[src/rtl/btm_pkg.sv]
package btm_pkg;
  localparam int WORD_W = 16;
  localparam int DISP_W = 4;
  localparam int MODE_W = 2;
  localparam int RIDX_W = 4;
  localparam int DESC_USED_W = DISP_W + MODE_W + RIDX_W;

  localparam logic [WORD_W-1:0] OPC_TEST = 16'h0C09;
  localparam logic [WORD_W-1:0] OPC_CLR  = 16'h0C0A;
  localparam logic [WORD_W-1:0] OPC_SET  = 16'h0C0B;

  typedef enum logic [1:0] {OP_TEST, OP_CLR, OP_SET, OP_BAD} opKind_t;
  typedef enum logic [1:0] {AM_REG = 2'b00, AM_IND = 2'b01, AM_IDX = 2'b10, AM_INDX = 2'b11} addrMode_t;

  typedef struct packed {
    logic loadInsn;
    logic loadAddr;
    logic captureRead;
  } dpStrobe_t;

  function automatic opKind_t decodeOp(input logic [WORD_W-1:0] w);
    case (w)
      OPC_TEST: decodeOp = OP_TEST;
      OPC_CLR:  decodeOp = OP_CLR;
      OPC_SET:  decodeOp = OP_SET;
      default:  decodeOp = OP_BAD;
    endcase
  endfunction
endpackage

[src/rtl/btm_datapath.sv]
module btm_datapath
  import btm_pkg::*;
#(
  parameter int W = WORD_W
) (
  input  logic            clk,
  input  logic            rstN,
  input  dpStrobe_t       strb,
  input  logic [W-1:0]    opWord,
  input  logic [W-1:0]    descWord,
  input  logic [W-1:0]    extWord,
  input  logic [W-1:0]    wsPtr,
  input  logic [W-1:0]    regData,
  input  logic [W-1:0]    memRdata,
  output logic [RIDX_W-1:0] regIdx,
  output opKind_t         opKindNow,
  output opKind_t         opKindQ,
  output logic [W-1:0]    memAddr,
  output logic [W-1:0]    memWdata,
  output logic            eqFlag
);
  localparam int MODE_LSB = RIDX_W;
  localparam int DISP_LSB = RIDX_W + MODE_W;

  logic [DESC_USED_W-1:0] descQ;
  logic [W-1:0] extQ, addrQ, dataQ, eaRaw, bitMask;
  logic [DISP_W-1:0] dispQ;
  addrMode_t modeQ;
  logic eqQ;

  assign dispQ  = descQ[DISP_LSB +: DISP_W];
  assign modeQ  = addrMode_t'(descQ[MODE_LSB +: MODE_W]);
  assign regIdx = descQ[0 +: RIDX_W];
  assign opKindNow = decodeOp(opWord);

  // MSB-first bit numbering: displacement 0 picks the top bit
  for (genvar i = 0; i < W; i++) begin : g_mask
    assign bitMask[W-1-i] = (dispQ == DISP_W'(i));
  end

  always_comb begin
    case (modeQ)
      AM_REG:  eaRaw = wsPtr + {{(W-RIDX_W-1){1'b0}}, regIdx, 1'b0};
      AM_IDX:  eaRaw = extQ + regData;
      default: eaRaw = regData;
    endcase
  end

  always_ff @(posedge clk) begin
    if (!rstN) begin
      descQ   <= '0;
      extQ    <= '0;
      opKindQ <= OP_TEST;
      addrQ   <= '0;
      dataQ   <= '0;
      eqQ     <= 1'b0;
    end else begin
      if (strb.loadInsn) begin
        descQ   <= descWord[DESC_USED_W-1:0];
        extQ    <= extWord;
        opKindQ <= opKindNow;
      end
      if (strb.loadAddr) addrQ <= {eaRaw[W-1:1], 1'b0};
      if (strb.captureRead) begin
        eqQ   <= |(memRdata & bitMask);
        dataQ <= (opKindQ == OP_CLR) ? (memRdata & ~bitMask) : (memRdata | bitMask);
      end
    end
  end

  assign memAddr  = addrQ;
  assign memWdata = dataQ;
  assign eqFlag   = eqQ;

  a_r3_addr_even: assert property (@(posedge clk) disable iff (!rstN) memAddr[0] == 1'b0);
endmodule

[src/rtl/btm_ctrl.sv]
module btm_ctrl
  import btm_pkg::*;
(
  input  logic      clk,
  input  logic      rstN,
  input  logic      start,
  input  opKind_t   opKindNow,
  input  opKind_t   opKindQ,
  input  logic      memAck,
  output dpStrobe_t strb,
  output logic      memReq,
  output logic      memWe,
  output logic      busy,
  output logic      done,
  output logic      illegal
);
  typedef enum logic [2:0] {S_IDLE, S_ADDR, S_READ, S_WRITE, S_DONE} state_t;
  state_t state, stateNext;
  logic illegalQ;

  always_comb begin
    stateNext = state;
    strb      = '0;
    memReq    = 1'b0;
    memWe     = 1'b0;
    case (state)
      S_IDLE: if (start && opKindNow != OP_BAD) begin
        strb.loadInsn = 1'b1;
        stateNext     = S_ADDR;
      end
      S_ADDR: begin
        strb.loadAddr = 1'b1;
        stateNext     = S_READ;
      end
      S_READ: begin
        memReq = 1'b1;
        if (memAck) begin
          strb.captureRead = 1'b1;
          stateNext = (opKindQ == OP_TEST) ? S_DONE : S_WRITE;
        end
      end
      S_WRITE: begin
        memReq = 1'b1;
        memWe  = 1'b1;
        if (memAck) stateNext = S_DONE;
      end
      default: stateNext = S_IDLE;
    endcase
  end

  always_ff @(posedge clk) begin
    if (!rstN) begin
      state    <= S_IDLE;
      illegalQ <= 1'b0;
    end else begin
      state    <= stateNext;
      illegalQ <= (state == S_IDLE) && start && (opKindNow == OP_BAD);
    end
  end

  assign busy    = (state != S_IDLE);
  assign done    = (state == S_DONE);
  assign illegal = illegalQ;

  a_r9_done_single:   assert property (@(posedge clk) disable iff (!rstN) done |=> !done);
  a_r9_busy_to_done:  assert property (@(posedge clk) disable iff (!rstN) $fell(busy) |-> $past(done));
  a_r5_test_no_write: assert property (@(posedge clk) disable iff (!rstN) memWe |-> (opKindQ != OP_TEST));
  a_r10_illegal_quiet: assert property (@(posedge clk) disable iff (!rstN) illegal |-> (!busy && !memReq));
endmodule

[src/rtl/bit_test_modify.sv]
module bit_test_modify
  import btm_pkg::*;
(
  input  logic              clk,
  input  logic              rstN,
  input  logic              start,
  input  logic [WORD_W-1:0] opWord,
  input  logic [WORD_W-1:0] descWord,
  input  logic [WORD_W-1:0] extWord,
  input  logic [WORD_W-1:0] wsPtr,
  output logic [RIDX_W-1:0] regIdx,
  input  logic [WORD_W-1:0] regData,
  output logic              memReq,
  output logic              memWe,
  output logic [WORD_W-1:0] memAddr,
  output logic [WORD_W-1:0] memWdata,
  input  logic [WORD_W-1:0] memRdata,
  input  logic              memAck,
  output logic              eqFlag,
  output logic              busy,
  output logic              done,
  output logic              illegal
);
  dpStrobe_t strb;
  opKind_t   opKindNow, opKindQ;

  btm_ctrl u_ctrl (
    .clk(clk), .rstN(rstN), .start(start), .opKindNow(opKindNow), .opKindQ(opKindQ),
    .memAck(memAck), .strb(strb), .memReq(memReq), .memWe(memWe),
    .busy(busy), .done(done), .illegal(illegal)
  );

  btm_datapath #(.W(WORD_W)) u_dp (
    .clk(clk), .rstN(rstN), .strb(strb), .opWord(opWord), .descWord(descWord),
    .extWord(extWord), .wsPtr(wsPtr), .regData(regData), .memRdata(memRdata),
    .regIdx(regIdx), .opKindNow(opKindNow), .opKindQ(opKindQ),
    .memAddr(memAddr), .memWdata(memWdata), .eqFlag(eqFlag)
  );

  a_r8_hold_until_ack: assert property (@(posedge clk) disable iff (!rstN)
    (memReq && !memAck) |=> (memReq && $stable(memWe) && $stable(memAddr) && $stable(memWdata)));
  a_r4_eq_after_read: assert property (@(posedge clk) disable iff (!rstN)
    !$stable(eqFlag) |-> $past(memReq && memAck && !memWe));
endmodule

[config.mk]
export PLATFORM = sky130hd
export DESIGN_NAME = bit_test_modify
export DESIGN_NICKNAME = d
export VERILOG_FILES = /design/src/rtl/btm_pkg.sv /design/src/rtl/btm_datapath.sv /design/src/rtl/btm_ctrl.sv /design/src/rtl/bit_test_modify.sv
export SDC_FILE = /design/constraint.sdc
export NUM_CORES = 1
export LEC_CHECK = 0
export CAP_MARGIN = 10
export CELL_PAD_IN_SITES_DETAIL_PLACEMENT = 1
export CELL_PAD_IN_SITES_GLOBAL_PLACEMENT = 2
export CORE_ASPECT_RATIO = 0.7
export CORE_MARGIN = 2
export CORE_UTILIZATION = 27
export CTS_BUF_LIST = sky130_fd_sc_hd__clkbuf_8
export DETAILED_ROUTE_END_ITERATION = 7
export PLACE_DENSITY = 0.82
export REMOVE_ABC_BUFFERS = 1
export SYNTH_ARGS = -nofsm -noshare
export SYNTH_HDL_FRONTEND = slang
export SYNTH_SLANG_ARGS = --single-unit
[constraint.sdc]
create_clock -name clk -period 2.5 [get_ports clk]
set_input_delay 0.375 -clock clk [delete_from_list [all_inputs] [get_ports clk]]
set_output_delay 0.375 -clock clk [all_outputs]
set_load 0.01 [all_outputs]
==> flow_summary.json <==
{
  "run_status": "finished clean",
  "min_to": "u_dp.memAddr[1]",
  "syn_avg_cell_area_um2": 8.49,
  "clock_latency_ps": 360,
  "whs_path_depth": 2,
  "layout_setup_ws_ps": 113,
  "p_per_area_mw_per_mm2": 395,
  "ios": 142,
  "globalRoute.totalOverflow": 0,
  "placed_area_mm2": 0.00603,
  "vias": 4242,
  "drv_slew": 0,
  "postCtsHoldBufs": 0,
  "rrSetupSlack_ps": 250,
  "grt_pass1_vias": 4394,
  "syn_to_final_growth_pct": 50.7,
  "dp_hpwl_mm": 11.8,
  "grt_pass1_wl_mm": 23.6,
  "path_max_fanout": 3,
  "dieWidth_um": 153,
  "finalWirelength_mm": 14.9,
  "rr_startpoint": "u_dp.extQ[0]",
  "ys_seq_area_share_pct": 30.4,
  "power_w": 0.00251,
  "max_slew_margin_pct": 47.4,
  "die_h_um": 109,
  "ys_warn_count": 0,
  "layout_common_cells": "clkdlybuf4s50_1 (133), dfxtp_1 (64), mux2i_1 (47), buf_4 (47), nand2_1 (46)",
  "arrival_ps": 2670,
  "grt_max_degree": 45,
  "gp_congestion": 0.882,
  "timing.fmax_mhz": 419,
  "max-clock-path-buffers": 2,
  "synth-seq-cells": 64,
  "ant_nets": 0,
  "h-tree-depth": 3,
  "min_from": "u_dp.memAddr[1]",
  "initial_utilization_pct": 27.4,
  "track_usage_pct": 18.0,
  "placed_cells": 847,
  "core_area_mm2": 0.0154,
  "rsz0062_at_grt": "true",
  "fin_nets": 778,
  "fp-row-count": 38,
  "ff2ff_path_depth": 9,
  "ir_worst_vdd_mv": 0.226,
  "yosysUniqueCellTypes": 65,
  "start_kind": "primary input",
  "drive_above_1_share_pct": 14.0,
  "fin_crit_ps": 2390,
  "fin_cells": 863,
  "critPathLaunch": "regData[0]",
  "leakage_nw": 2.36,
  "r2r-end": "u_dp.memAddr[14]",
  "synth-edff-count": 0,
  "cp.required_ps": 2790,
  "diodes": 0,
  "criticalPathCategory": "primary input to flop",
  "antenna_found_initial": 0,
  "synth-async-reset-ratio_pct": 0,
  "hold_violations": 0,
  "drc_errors": 0,
  "stdcell_area_mm2": 0.00636,
  "numCtsBuffers": 9,
  "finalCritPeriodShare_pct": 95.5,
  "hold_class": "flop to flop",
  "setup_viol": 0,
  "wl_per_cell_um": 17.3,
  "vias_per_cell": 4.92,
  "layout_commonest_cell": "clkdlybuf4s50_1",
  "cts_setup_buffers": 0,
  "finClkSkew_ps": 7.92,
  "fin_tns_setup_ps": 0,
  "syn_area_mm2": 0.00422,
  "cap_violations": 0,
  "synth_top_flop_cell": "dfxtp_1",
  "drt_pass1_iterations": 8,
  "cts_tree": "yes",
  "port_buffers": 133,
  "drt_iter0_markers": 210,
  "dieArea_mm2": 0.0167,
  "dp_slack_ps": -401,
  "synthCells": 497,
  "cts_root_buf": "clkbuf_8",
  "cts_sinks": 64,
  "tightest_slew_ps": 787,
  "cp-end-kind": "flop",
  "clk_pin_slew_ps": 80
}
## what timing repair did
action	CTS	global route
gates resized for setup	2	11
endpoints found under the hold margin	0	0
setup endpoints to repair	1	8
## where the power goes
| group | leakage, nW | internal [W] | switching (W) |
|---|---|---|---|
| Combinational | 1.73 | 0.000202 | 0.000125 |
| Clock | 0.123 | 0.000695 | 0.000467 |
| Sequential | 0.515 | 0.00102 | 0.000000237 |
## final cells by class
type	instances	area (um^2)
Multi-Input combinational cell	391	2810
Tap cell	200	250
Clock buffer	10	138
Timing Repair Buffer	182	1720
Clock inverter	6	115
Inverter	10	37.5
Sequential cell	64	1280
Fill cell	1784	9050
## registers in the layout (all words and copies together) (netlist names)
signal          cells
u_ctrl.illegal      1
u_ctrl.state        3
u_dp.descQ         10
u_dp.eqFlag         1
u_dp.extQ          16
u_dp.memAddr       15
u_dp.memWdata      16
u_dp.opKindQ        2
## cell usage after synthesis, types with 3 or more instances
library cell  instances  area (um^2)
o211ai_1              4         30.0
a211oi_1              6         45.0
a21o_1                5         37.5
buf_4                12         90.1
nand2b_1              8         50.1
a22oi_1               4         30.0
a21boi_0              3         22.5
nor3_1                6         30.0
o21ai_1              20          100
o21ai_0              16         80.1
xor2_1                8         70.1
o211ai_2              3         37.5
nor4b_1               3         26.3
a21oi_1              22          110
o211a_1               3         30.0
and2_1               17          106
mux2i_1              47          470
nand4_1               8         50.1
mux2_2                4         45.0
nor2b_1              29          181
nand3_1              13         65.1
a221oi_1              4         35.0
nand2_1              46          173
a31oi_1               4         25.0
nor2_1               32          120
dfxtp_1              64         1280
xnor2_1              14          123
and4_1                3         26.3
inv_1                 8         30.0
ha_1                 18          225
clkbuf_1             17         63.8
## routing by layer
layer / GRT usage (%) / up-vias / wire, um / part of all wire (%)
li1: - / 2115 / - / -
met4: 4.52 / 0 / 181 / 1.2
met2: 27.9 / 94 / 6660 / 45
met1: 25.6 / 2020 / 7600 / 51
met5: 0 / - / 0 / 0
met3: 3.65 / 13 / 510 / 3.4
## kinds of logic after synthesis
group / share of synthesized area, %
AO/OA/AOI/OAI: 18.9
XOR/XNOR: 4.57
adder cells (fa/ha/maj): 6.29
buffers and inverters: 4.98
flip-flops: 30.4
multiplexers: 13.0
other: 0.0889
AND/OR/NAND/NOR: 21.9
## per-stage QoR
stage / util [%] / hold WS, ps
finish: 41.3 / 490
global route: 41.3 / 519
CTS: 40.8 / 492
detailed placement: 39.1 / 480
global placement: 39.1 / 471
floorplan: - / 486
## worst max path at each step
stage / cells past startpoint / endpoint
floorplan: 6 / u_dp.opKindQ[0]
global placement: 10 / u_dp.memAddr[11]
detailed placement: 10 / u_dp.memAddr[11]
CTS: 10 / u_dp.memAddr[11]
global route: 10 / u_dp.memAddr[14]
finish: 10 / u_dp.memAddr[14]
## worst max-delay path, cell delays in order
cell	delay [ps]
clkdlybuf4s50_1	490
and2_1	150
fa_1	190
a21o_1	180
a311oi_2	120
buf_4	160
o211ai_4	230
nand2_1	140
or4_1	490
a31oi_1	150
Note: power is estimated with default switching activity, not from simulation.
